`config.mk`:
```
export PLATFORM = sky130hd
export DESIGN_NAME = fdl_rx_collector
export DESIGN_NICKNAME = d
export VERILOG_FILES = /design/src/rtl/fdl_rx_pkg.sv /design/src/rtl/fdl_destuff.sv /design/src/rtl/fdl_shift.sv /design/src/rtl/fdl_match.sv /design/src/rtl/fdl_regs.sv /design/src/rtl/fdl_rx_collector.sv
export SDC_FILE = /design/constraint.sdc
export NUM_CORES = 1
export LEC_CHECK = 0
export BUFFER_PORTS_ARGS = -buffer_cell sky130_fd_sc_hd__buf_2
export CAP_MARGIN = 20
export CORE_ASPECT_RATIO = 0.9
export CORE_MARGIN = 10
export CORE_UTILIZATION = 40
export CTS_CLUSTER_DIAMETER = 100
export DETAILED_ROUTE_END_ITERATION = 10
export SYNTH_ARGS = -nofsm -noshare
export SYNTH_HDL_FRONTEND = slang
export SYNTH_SLANG_ARGS = --single-unit
```
`constraint.sdc`:
```
create_clock -name clk -period 4.1 [get_ports clk]
set_clock_uncertainty 0.15 [all_clocks]
set_input_delay 1.23 -clock clk [delete_from_list [all_inputs] [get_ports clk]]
set_output_delay 1.23 -clock clk [all_outputs]
set_load 0.01 [all_outputs]
```
`src/rtl/fdl_rx_pkg.sv`:
```
package fdl_rx_pkg;
  localparam int AW = 3;
  localparam logic [AW-1:0] A_DATA = 3'd0;
  localparam logic [AW-1:0] A_STAT = 3'd1;
  localparam logic [AW-1:0] A_MASK = 3'd2;
  localparam logic [AW-1:0] A_PATA = 3'd3;
  localparam logic [AW-1:0] A_PATB = 3'd4;
  localparam logic [AW-1:0] A_CTRL = 3'd5;

  localparam int ST_FULL  = 0;
  localparam int ST_MATCH = 1;
  localparam int ST_OVR   = 2;
  localparam int ST_W     = 3;

  // Saturating increment of the run-of-ones counter.
  function automatic logic [3:0] ones_step(logic [3:0] cur, logic b, logic [3:0] cap);
    if (!b) return 4'd0;
    if (cur >= cap) return cap;
    return cur + 4'd1;
  endfunction

  // Byte assembly: new bit enters at the top so the first bit reaches bit 0.
  function automatic logic [7:0] shift_lsb_first(logic [7:0] cur, logic b);
    return {b, cur[7:1]};
  endfunction
endpackage

```
`src/rtl/fdl_destuff.sv`:
```
module fdl_destuff #(
  parameter int ONES_LIM = 5
) (
  input  logic clk,
  input  logic rst_n,
  input  logic en,
  input  logic strobe,
  input  logic bit_in,
  output logic accept,
  output logic drop
);
  import fdl_rx_pkg::*;
  localparam logic [3:0] LIM = 4'(ONES_LIM);
  localparam logic [3:0] CAP = 4'(ONES_LIM + 1);

  logic [3:0] ones_q;

  assign drop   = strobe && en && !bit_in && (ones_q == LIM);
  assign accept = strobe && !drop;

  always_ff @(posedge clk) begin
    if (!rst_n || !en) ones_q <= '0;
    else if (strobe) ones_q <= ones_step(ones_q, bit_in, CAP);
  end

  assert_drop_rst_R8: assert property (@(posedge clk) disable iff (!rst_n)
    drop |=> (ones_q == 4'd0));
  assert_off_clear_R9: assert property (@(posedge clk) disable iff (!rst_n)
    !en |=> (ones_q == 4'd0));
endmodule

```
`src/rtl/fdl_shift.sv`:
```
module fdl_shift #(
  parameter int W = 8
) (
  input  logic         clk,
  input  logic         rst_n,
  input  logic         accept,
  input  logic         bit_in,
  output logic         byte_done,
  output logic [W-1:0] byte_val
);
  import fdl_rx_pkg::*;
  localparam int CW = $clog2(W);

  logic [W-1:0]  sr_q;
  logic [CW-1:0] cnt_q;
  logic [W-1:0]  sr_n;

  always_comb begin
    sr_n = {bit_in, sr_q[W-1:1]};
  end

  assign byte_done = accept && (cnt_q == CW'(W-1));
  assign byte_val  = sr_n;

  always_ff @(posedge clk) begin
    if (!rst_n) begin
      sr_q  <= '0;
      cnt_q <= '0;
    end else if (accept) begin
      sr_q  <= sr_n;
      cnt_q <= byte_done ? '0 : cnt_q + 1'b1;
    end
  end

  assert_wrap_R2: assert property (@(posedge clk) disable iff (!rst_n)
    byte_done |=> (cnt_q == '0));
  assert_hold_R10: assert property (@(posedge clk) disable iff (!rst_n)
    !accept |=> $stable(cnt_q) && $stable(sr_q));
endmodule

```
`src/rtl/fdl_match.sv`:
```
module fdl_match #(
  parameter int W    = 8,
  parameter int NPAT = 2
) (
  input  logic [NPAT-1:0][W-1:0] pats,
  input  logic [W-1:0]           byte_val,
  output logic                   hit
);
  logic [NPAT-1:0] eq;

  for (genvar g = 0; g < NPAT; g++) begin : g_cmp
    assign eq[g] = (pats[g] == byte_val);
  end

  assign hit = |eq;
endmodule

```
`src/rtl/fdl_regs.sv`:
```
module fdl_regs #(
  parameter int W    = 8,
  parameter int NPAT = 2
) (
  input  logic                   clk,
  input  logic                   rst_n,
  input  logic                   host_wr,
  input  logic [2:0]             host_addr,
  input  logic [W-1:0]           host_wdata,
  output logic [W-1:0]           host_rdata,
  input  logic                   byte_done,
  input  logic [W-1:0]           byte_val,
  input  logic                   hit,
  output logic [NPAT-1:0][W-1:0] pats,
  output logic                   destuff_en,
  output logic                   irq_n
);
  import fdl_rx_pkg::*;

  logic [W-1:0]    data_q, pata_q, patb_q, ctrl_q;
  logic [ST_W-1:0] st_q, mask_q, st_set, st_clr;
  logic            wr_stat;

  assign wr_stat = host_wr && (host_addr == A_STAT);

  always_comb begin
    st_set           = '0;
    st_set[ST_FULL]  = byte_done;
    st_set[ST_MATCH] = byte_done && hit;
    st_set[ST_OVR]   = byte_done && st_q[ST_FULL];
    st_clr           = wr_stat ? host_wdata[ST_W-1:0] : '0;
  end

  always_ff @(posedge clk) begin
    if (!rst_n) begin
      data_q <= '0;
      st_q   <= '0;
      mask_q <= '0;
      pata_q <= '0;
      patb_q <= '0;
      ctrl_q <= '0;
    end else begin
      if (byte_done) data_q <= byte_val;
      st_q <= st_set | (st_q & ~st_clr);
      if (host_wr) begin
        case (host_addr)
          A_MASK:  mask_q <= host_wdata[ST_W-1:0];
          A_PATA:  pata_q <= host_wdata;
          A_PATB:  patb_q <= host_wdata;
          A_CTRL:  ctrl_q <= host_wdata;
          default: ;
        endcase
      end
    end
  end

  always_comb begin
    case (host_addr)
      A_DATA:  host_rdata = data_q;
      A_STAT:  host_rdata = W'(st_q);
      A_MASK:  host_rdata = W'(mask_q);
      A_PATA:  host_rdata = pata_q;
      A_PATB:  host_rdata = patb_q;
      A_CTRL:  host_rdata = ctrl_q;
      default: host_rdata = '0;
    endcase
  end

  assign pats       = {patb_q, pata_q};
  assign destuff_en = ctrl_q[0];
  assign irq_n      = ~|(st_q & mask_q);

  assert_data_load_R2: assert property (@(posedge clk) disable iff (!rst_n)
    byte_done |=> (data_q == $past(byte_val)));
  assert_full_set_R3: assert property (@(posedge clk) disable iff (!rst_n)
    byte_done |=> st_q[ST_FULL]);
  assert_match_set_R4: assert property (@(posedge clk) disable iff (!rst_n)
    (byte_done && hit) |=> st_q[ST_MATCH]);
  assert_overrun_R5: assert property (@(posedge clk) disable iff (!rst_n)
    (byte_done && st_q[ST_FULL]) |=> st_q[ST_OVR]);
  assert_w1c_R6: assert property (@(posedge clk) disable iff (!rst_n)
    (wr_stat && host_wdata[ST_MATCH] && !(byte_done && hit)) |=> !st_q[ST_MATCH]);
  assert_irq_R7: assert property (@(posedge clk) disable iff (!rst_n)
    (byte_done && mask_q[ST_FULL] && !(host_wr && host_addr == A_MASK)) |=> !irq_n);
endmodule

```
`src/rtl/fdl_rx_collector.sv`:
```
module fdl_rx_collector #(
  parameter int W        = 8,
  parameter int NPAT     = 2,
  parameter int ONES_LIM = 5
) (
  input  logic         clk,
  input  logic         rst_n,
  input  logic         bit_strobe,
  input  logic         bit_data,
  input  logic         host_wr,
  input  logic [2:0]   host_addr,
  input  logic [W-1:0] host_wdata,
  output logic [W-1:0] host_rdata,
  output logic         irq_n
);
  logic                   accept, drop, byte_done, hit, destuff_en;
  logic [W-1:0]           byte_val;
  logic [NPAT-1:0][W-1:0] pats;

  fdl_destuff #(.ONES_LIM(ONES_LIM)) u_destuff (
    .clk(clk), .rst_n(rst_n), .en(destuff_en), .strobe(bit_strobe),
    .bit_in(bit_data), .accept(accept), .drop(drop)
  );

  fdl_shift #(.W(W)) u_shift (
    .clk(clk), .rst_n(rst_n), .accept(accept), .bit_in(bit_data),
    .byte_done(byte_done), .byte_val(byte_val)
  );

  fdl_match #(.W(W), .NPAT(NPAT)) u_match (
    .pats(pats), .byte_val(byte_val), .hit(hit)
  );

  fdl_regs #(.W(W), .NPAT(NPAT)) u_regs (
    .clk(clk), .rst_n(rst_n), .host_wr(host_wr), .host_addr(host_addr),
    .host_wdata(host_wdata), .host_rdata(host_rdata), .byte_done(byte_done),
    .byte_val(byte_val), .hit(hit), .pats(pats), .destuff_en(destuff_en),
    .irq_n(irq_n)
  );

  assert_strobe_only_R10: assert property (@(posedge clk) disable iff (!rst_n)
    byte_done |-> bit_strobe);
  assert_drop_no_shift_R8: assert property (@(posedge clk) disable iff (!rst_n)
    drop |-> !byte_done);
endmodule

```
Word level (Yosys, flattened, before mapping)
Cells that the tools add are included.
- register bits: 53
- output and inout bits: 9
- input port bits: 16
- word-level logic and storage cells: 60
- bitwise logic cells: 4
- muxes and demuxes: 14
- add/subtract/negate cells: 2
- equality and inequality tests: 9
- reductions and logical operators: 21
- $lt $le $gt $ge: 1
- operator list (operator ; count):
    $pmux W8 S6 ; 1
    $eq A8 B8 Y1 ; 2
    $mux W4 ; 4
    $eq A3 B3 Y1 const B ; 3
    $logic_and A1 B1 Y1 ; 8
    $reduce_and A2 Y1 ; 4
    $mux W1 ; 7
    $and A3 B3 Y3 ; 2
    $eq A3 B2 Y1 const B ; 2
    $mux W3 ; 2
    $logic_not A1 Y1 ; 5
    $add A4 B1 Y4 const B ; 1
    $eq A4 B3 Y1 const B ; 1
    $ge A4 B3 Y1 const B ; 1
    $add A3 B1 Y3 const B ; 1
    $eq A3 B1 Y1 const B ; 1
    $logic_not A3 Y1 ; 1
    $not A3 Y3 ; 1
    $or A3 B3 Y3 ; 1
    $reduce_or A3 Y1 ; 1
    $reduce_or A2 Y1 ; 1
    $logic_or A1 B1 Y1 ; 1

Depth between registers and ports, before layout
Gate-level depths: netlist of run 1.
- word-level depth: 8
- mapped depth: 7
- gate-level depth less buffers: 6

By module
From an unflattened synthesis of run 1, not the netlist that was laid out.
- cells, all modules: 277
- area, all modules: 2533.7 um2
- by module, submodules not included (module ; times used ; cells each ; sequential area each (um2) ; area an instance (um2)):
    fdl_regs ; 1 ; 190 ; 760.7 ; 1674.1
    fdl_shift ; 1 ; 40 ; 200.2 ; 450.4
    fdl_destuff ; 1 ; 26 ; 80.1 ; 237.7
    fdl_match ; 1 ; 21 ; 0.0 ; 171.4

Worst setup path before layout of run 1
Ideal clock, no wire load.
- path type: input port to output port
- from: input port host_addr[2]
- to: output port host_rdata[1]
- path slack: 566 ps
- stages on the path: 3
- data required time: 2720 ps
- buffers on the path: 1
- arrival: 2154 ps
- cells stage by stage: buf_4 > mux4_2 > a22o_1
- longest elaborated chain between the ends: 2
- elaborated cells on any way between the ends: 7
- classes of those cells: eq/ne: 5; mux: 1; reduce/logical: 1
- ends and longest elaborated chain (element ; RTL line ; source):
    start: declaration ; fdl_rx_collector.sv:11 ; input logic [2:0] host_addr,
    $eq A3 B3 Y1, or another cell as far along ; fdl_regs.sv:58 ; case (host_addr)
    $pmux W8 S6 (*) ; fdl_regs.sv:58 ;
    end: declaration ; fdl_rx_collector.sv:13 ; output logic [W-1:0] host_rdata,
Every way passes the cells marked *; elsewhere a longest branch is shown, timed or not.

Worst setup path after layout of run 1
- from: input port host_addr[0]
- to: output port host_rdata[3]
The elaborated chain is that of the path after synthesis.

==> flow_metrics.env, run 1 <==
export IMPL_port_buffers=24
export IMPL_cap_violations=0
export IMPL_wl_per_cell_um=15.6
export IMPL_h_tree_depth=2
export IMPL_cp_cell_sequence="buf_2 > inv_2 > nor3_2 > nand2_1 > o21ai_0 > buf_2"
export IMPL_tightest_slew_ns=0.745
export IMPL_synth_distinct_cells=45
export IMPL_die_area_mm2=0.0104
export IMPL_cp_slowest_stage_delay_ns=0.36
export IMPL_nNetsFinal=336
export IMPL_ir_worst_vdd_mv=0.157
export IMPL_die_w_um=106
export IMPL_slew_headroom_pct=50.0
export IMPL_core_mm2=0.00655
export IMPL_crit_required_ns=2.72
export IMPL_finalSetupViolations=0
export IMPL_r2r_cells=5
export IMPL_status="complete, no violations"
export IMPL_placed_cell_area_mm2=0.00283
export IMPL_via_per_inst=5.22
export IMPL_cts_hold_buf=0
export IMPL_final_min_clock_period_ns=3.79
export IMPL_worst_r2r_endpoint="u_shift.cnt_q[0]$_SDFFE_PN0P_"
export IMPL_yosys_area_top_type="dfxtp_1"
export IMPL_syn_area_mm2=0.00268
export IMPL_grt_pass1_wl_mm=10.5
export IMPL_dp_hpwl_mm=4.65
export IMPL_clkSinkCount=52
export IMPL_leakage_nw=1.21
export IMPL_rows=28
export IMPL_boundaryPins=25
export IMPL_ys_seq_area_share_pct=38.9
export IMPL_synth_edf_count=0
export IMPL_fin_tns_setup_ns=0
export IMPL_critPathMostFrequentCell="buf_2"
export IMPL_design_area_mm2=0.00291
export IMPL_place_congestion=0.849
export IMPL_wirelength_mm=6.31
export IMPL_yosys_warnings=0
export IMPL_worstPathMaxFanout=20
export IMPL_fmaxAchievable_mhz=264
export IMPL_dr_pass1_iters=4
export IMPL_ff2ff_setup_slack_ns=2.23
export IMPL_fin_crit_sh_pct=92.4
export IMPL_synthFlopType="dfxtp_1"
export IMPL_holdCritStartpoint="u_shift.cnt_q[1]$_SDFFE_PN0P_"
export IMPL_crit_slowest_cell="nor3_2"
export IMPL_cts_setup_buffers=0
export IMPL_reg2reg_from="u_destuff.ones_q[0]$_SDFFE_PP0P_"
export IMPL_stdcell_count=405
export IMPL_synth_top_area_share_pct=38.9
export IMPL_antenna_cells=0
export IMPL_fillCellCount=676
export IMPL_ant_nets=0
export IMPL_synthArstFlopShare_pct=0
export IMPL_numCtsBuffers=5
export IMPL_startpoint="host_addr[0]"
export IMPL_cp_arrival_ns=2.41
export IMPL_grt_remaining_overflow=0
export IMPL_holdCritPathClass="reg -> reg"
export IMPL_holdPathStages=2
export IMPL_post_place_cells=398
export IMPL_power_density_mw_per_mm2=303
export IMPL_layout_drive_gt1_share_pct=14.6
export IMPL_cts_buffer_depth=2
export IMPL_rsz0062_at_grt="no"
export IMPL_start_util_pct=40.8
export IMPL_grt_max_degree=51
export IMPL_end_kind="output pin"
export IMPL_slew_violations=0
export IMPL_whs_endpoint="u_shift.cnt_q[1]$_SDFFE_PN0P_"
export IMPL_clk_latency_ns=0.30
export IMPL_synth_seq_cells=52
export IMPL_final_hold_violation_count=0
export IMPL_drt_iter0_markers=123
export IMPL_tritoncts="done"
export IMPL_netlist_top_cells_area="dfxtp_1 39%, nand2_1 11%, a21boi_1 9.5%"
export IMPL_syn_nets=320
export IMPL_root_buffer="clkbuf_8"
export IMPL_crit_type="in -> out"
export IMPL_vias=2115
export IMPL_drc_errors=0
export IMPL_clkSlewWorstSetupHoldPaths_ns=0.08
export IMPL_avgSynthCellArea_um2=8.95
export IMPL_fp_dieH_um=97.6
export IMPL_grt_use_total_pct=12.3
export IMPL_first_global_vias=2069
export IMPL_antenna_found_initial=0
export IMPL_synth_cells=299
export IMPL_start_kind="primary input"
export IMPL_syn2layout_area_growth_pct=8.70
export IMPL_cts_resized=0
[cells by family after synthesis]
logic type / share of synthesized area [%]
AND/OR/NAND/NOR: 22.7
AO/OA/AOI/OAI: 18.5
flip-flops: 38.9
buffers and inverters: 4.12
multiplexers: 8.18
XOR/XNOR: 5.24
adder cells (fa/ha/maj): 2.34
[worst max-delay path, delay by kind of cell]
family | cells | cell delay (ns)
buffers and inverters | 3 | 0.64
and+or+nand+nor | 2 | 0.44
AOI/OAI and AO/OA | 1 | 0.09
[cells in the final DEF (no fill, tap or decap), types with 8 or more instances in the layout]
| cell | instances |
|---|---|
| nand2_1 | 75 |
| dfxtp_1 | 52 |
| a21boi_1 | 34 |
| buf_2 | 24 |
| xor2_1 | 16 |
| mux2i_1 | 14 |
| nor2b_1 | 12 |
| o21ai_0 | 8 |
[flip-flops by register name, summed over array words and instances, names as in the netlist]
| signal | flops |
|---|---|
| u_destuff.ones_q | 4 |
| u_shift.sr_q | 7 |
| u_regs.mask_q | 3 |
| u_regs.patb_q | 8 |
| u_shift.cnt_q | 3 |
| u_regs.st_q | 3 |
| u_regs.ctrl_q | 8 |
| u_regs.data_q | 8 |
| u_regs.pata_q | 8 |
[stage by stage]
stage	total power, W	setup slack (ns)	hold WS (ns)	utilization, %
6_report	0.000880	0.311	0.315	44.4
3_5_place_dp	0.000618	0.308	0.300	43.2
4_1_cts	0.000892	0.304	0.317	44.4
2_1_floorplan	0.000592	0.566	0.282	-
5_1_grt	0.000921	0.115	0.341	44.4
3_3_place_gp	0.000617	0.308	0.292	43.2
[power breakdown]
part	internal, W	switching (W)
Sequential	0.000513	0.00000830
Clock	0.000116	0.000158
Combinational	0.0000341	0.0000510
Total	0.000663	0.000217
[cells in the mapped netlist (2+ instances only)]
cell and count:
inv_1 4, or3_1 2, nand2_1 75, buf_4 2
a22o_1 3, buf_2 8, clkbuf_1 5, nand3_1 5
ha_1 5, o21ai_0 8, a32oi_1 2, xor2_1 16
nor2b_1 12, a221oi_1 3, a22oi_1 5, nor2_1 3
nor4b_4 2, mux2i_1 14, a21oi_1 3, a21boi_1 34
nand2b_1 3, dfxtp_1 52, o21ai_1 3, mux2_2 5
nand3b_1 2, nor4_1 4
[area by class of cell]
type | count | area [µm²] | area share [%]
Sequential cell | 52 | 1040 | 35.8
Timing Repair Buffer | 25 | 128 | 4.39
Multi-Input combinational cell | 225 | 1520 | 52.4
Clock buffer | 6 | 72.6 | 2.50
Clock inverter | 1 | 5.00 | 0.172
Tap cell | 90 | 113 | 3.87
Inverter | 6 | 25.0 | 0.861
[metal layers]
layer / up-vias / global-route usage (%) / part of all wire, %
met5: - / 0 / 0
met4: 0 / 3.12 / 0.97
li1: 1066 / - / -
met2: 44 / 18.3 / 44
met3: 7 / 3.65 / 4.8
met1: 998 / 16.8 / 51
[worst max path at each step]
stage | end | slack [ns] | depth (start not counted)
2_1_floorplan | host_rdata[1] | 0.57 | 3
3_3_place_gp | host_rdata[3] | 0.31 | 6
3_5_place_dp | host_rdata[3] | 0.31 | 6
4_1_cts | host_rdata[3] | 0.30 | 6
5_1_grt | host_rdata[3] | 0.12 | 6
6_report | host_rdata[3] | 0.31 | 6
Power figures use the tool's default switching activity.
==> run 2, diff against run 1 <==
- MAX_ROUTING_LAYER: not set -> met4
==> flow_metrics.env, run 2 (same netlist as run 1, synthesis figures left out) <==
export IMPL_final_core_util_pct=44.4
export IMPL_fmaxAchievable_mhz=264
export IMPL_antenna_found_initial=0
export IMPL_holdCritPathClass="reg -> reg"
export IMPL_layout_drive_gt1_share_pct=14.6
export IMPL_via_per_inst=5.20
export IMPL_p_int_w=0.000663
export IMPL_clkSinkCount=52
export IMPL_root_buffer="clkbuf_8"
export IMPL_cts_buffer_depth=2
export IMPL_swShare_pct=24.8
export IMPL_timing_final_ws_setup_ns=0.309
export IMPL_p_switching_w=0.000219
export IMPL_layout_cells_most_common_list="75 x nand2_1, 52 x dfxtp_1, 34 x a21boi_1, 24 x buf_2, 16 x xor2_1"
export IMPL_tightest_slew_ns=0.744
export IMPL_die_area_mm2=0.0104
export IMPL_grt_max_degree=51
export IMPL_port_buffers=24
export IMPL_leakage_nw=1.21
export IMPL_fin_tns_setup_ns=0
export IMPL_grt_remaining_overflow=0
export IMPL_core_mm2=0.00655
export IMPL_cts_resized=0
export IMPL_path_buf_inv=3
export IMPL_clkSlewWorstSetupHoldPaths_ns=0.08
export IMPL_fp_dieH_um=97.6
export IMPL_wl_per_cell_um=15.6
export IMPL_status="complete, no violations"
export IMPL_final_common_cell="nand2_1"
export IMPL_boundaryPins=25
export IMPL_worstPathMaxFanout=20
export IMPL_start_util_pct=40.8
export IMPL_grt_use_total_pct=12.7
export IMPL_dr_pass1_iters=4
export IMPL_syn2layout_area_growth_pct=8.70
export IMPL_p_clk_share_pct=31.3
export IMPL_dp_hpwl_mm=4.65
export IMPL_post_place_cells=398
export IMPL_slew_headroom_pct=50.0
export IMPL_final_min_clock_period_ns=3.79
export IMPL_crit_family="buffers and inverters"
export IMPL_rsz0062_at_grt="no"
export IMPL_final_hold_violation_count=0
export IMPL_stdcell_count=405
export IMPL_start_kind="primary input"
export IMPL_tritoncts="done"
export IMPL_hold_slack_ns=0.316
export IMPL_nNetsFinal=336
export IMPL_r2r_cells=5
export IMPL_finalSetupViolations=0
export IMPL_drc_errors=0
export IMPL_cts_setup_buffers=0
export IMPL_wirelength_mm=6.33
export IMPL_antenna_cells=0
export IMPL_cap_violations=0
export IMPL_slew_violations=0
export IMPL_vias=2108
export IMPL_end_kind="output pin"
export IMPL_fin_crit_sh_pct=92.5
export IMPL_holdPathStages=2
export IMPL_crit_slowest_cell="nor3_2"
export IMPL_place_congestion=0.863
export IMPL_ir_worst_vdd_mv=0.158
export IMPL_rows=28
export IMPL_crit_type="in -> out"
export IMPL_die_w_um=106
export IMPL_cts_hold_buf=0
export IMPL_clk_latency_ns=0.31
export IMPL_first_global_vias=2066
export IMPL_power_frac_seq_pct=59.0
export IMPL_dpl_worst_slack_ns=0.308
export IMPL_numCtsBuffers=5
export IMPL_power_density_mw_per_mm2=304
export IMPL_drt_iter0_markers=112
export IMPL_cp_arrival_ns=2.41
export IMPL_critPathMostFrequentCell="buf_2"
export IMPL_crit_required_ns=2.72
export IMPL_combPwrFrac_pct=9.7
export IMPL_ant_nets=0
export IMPL_cp_cell_sequence="buf_2 > inv_2 > nor3_2 > nand2_1 > o21ai_0 > buf_2"
export IMPL_cp_slowest_stage_delay_ns=0.36
export IMPL_h_tree_depth=2
export IMPL_crit_cells=6
export IMPL_grt_pass1_wl_mm=10.5
## run 2: cell counts in the layout (fill, tap and decap cells not counted)
Identical to the previous run, type by type.
## run 2: area by class of cell
class	instances	area, µm²
inverter	6	25.0
timing repair buffer	25	128
fill	676	3640
sequential	52	1040
tap	90	113
clock inverter	1	5.00
multi-input combinational	225	1520
clock buffer	6	72.6
## run 2: worst paths after layout
| path | start | endpoint | slack [ns] |
|---|---|---|---|
| worst min-delay path | u_shift.cnt_q[1]$_SDFFE_PN0P_ | u_shift.cnt_q[1]$_SDFFE_PN0P_ | 0.32 |
| worst max-delay path | host_addr[0] | host_rdata[3] | 0.31 |
| worst max register to register | u_destuff.ones_q[0]$_SDFFE_PP0P_ | u_shift.cnt_q[0]$_SDFFE_PN0P_ | 2.23 |
| worst min register to register | u_shift.cnt_q[1]$_SDFFE_PN0P_ | u_shift.cnt_q[1]$_SDFFE_PN0P_ | 0.32 |
## run 2: metal layers
metal / wire, µm / global-route usage, %
met1: 3240 / 17.1
met2: 2770 / 18.4
met3: 257 / 3.18
met4: 59 / 3.12
met5: 0 / -
## run 2: metrics by stage
stage | cell area [µm²] | total power [W]
2_1_floorplan | 2680 | 0.000592
3_3_place_gp | 2830 | 0.000617
3_5_place_dp | 2830 | 0.000618
4_1_cts | 2910 | 0.000892
5_1_grt | 2910 | 0.000922
6_report | 2910 | 0.000883
## run 2: power by group through the flow
stage / combinational, W / clock (W) / sequential (W)
6_report: 0.0000852 / 0.000276 / 0.000521
2_1_floorplan: 0.0000622 / 0 / 0.000530
4_1_cts: 0.0000852 / 0.000286 / 0.000521
3_5_place_dp: 0.0000845 / 0 / 0.000533
5_1_grt: 0.0000939 / 0.000306 / 0.000522
3_3_place_gp: 0.0000842 / 0 / 0.000533
## run 2: worst reg2reg max path: stages, from the launching register on
cell and delay, ns:
dfxtp_1 0.40, ha_1 0.22, nand4b_4 0.14, o21ai_1 0.61, or3_1 0.20, a21boi_1 0.05
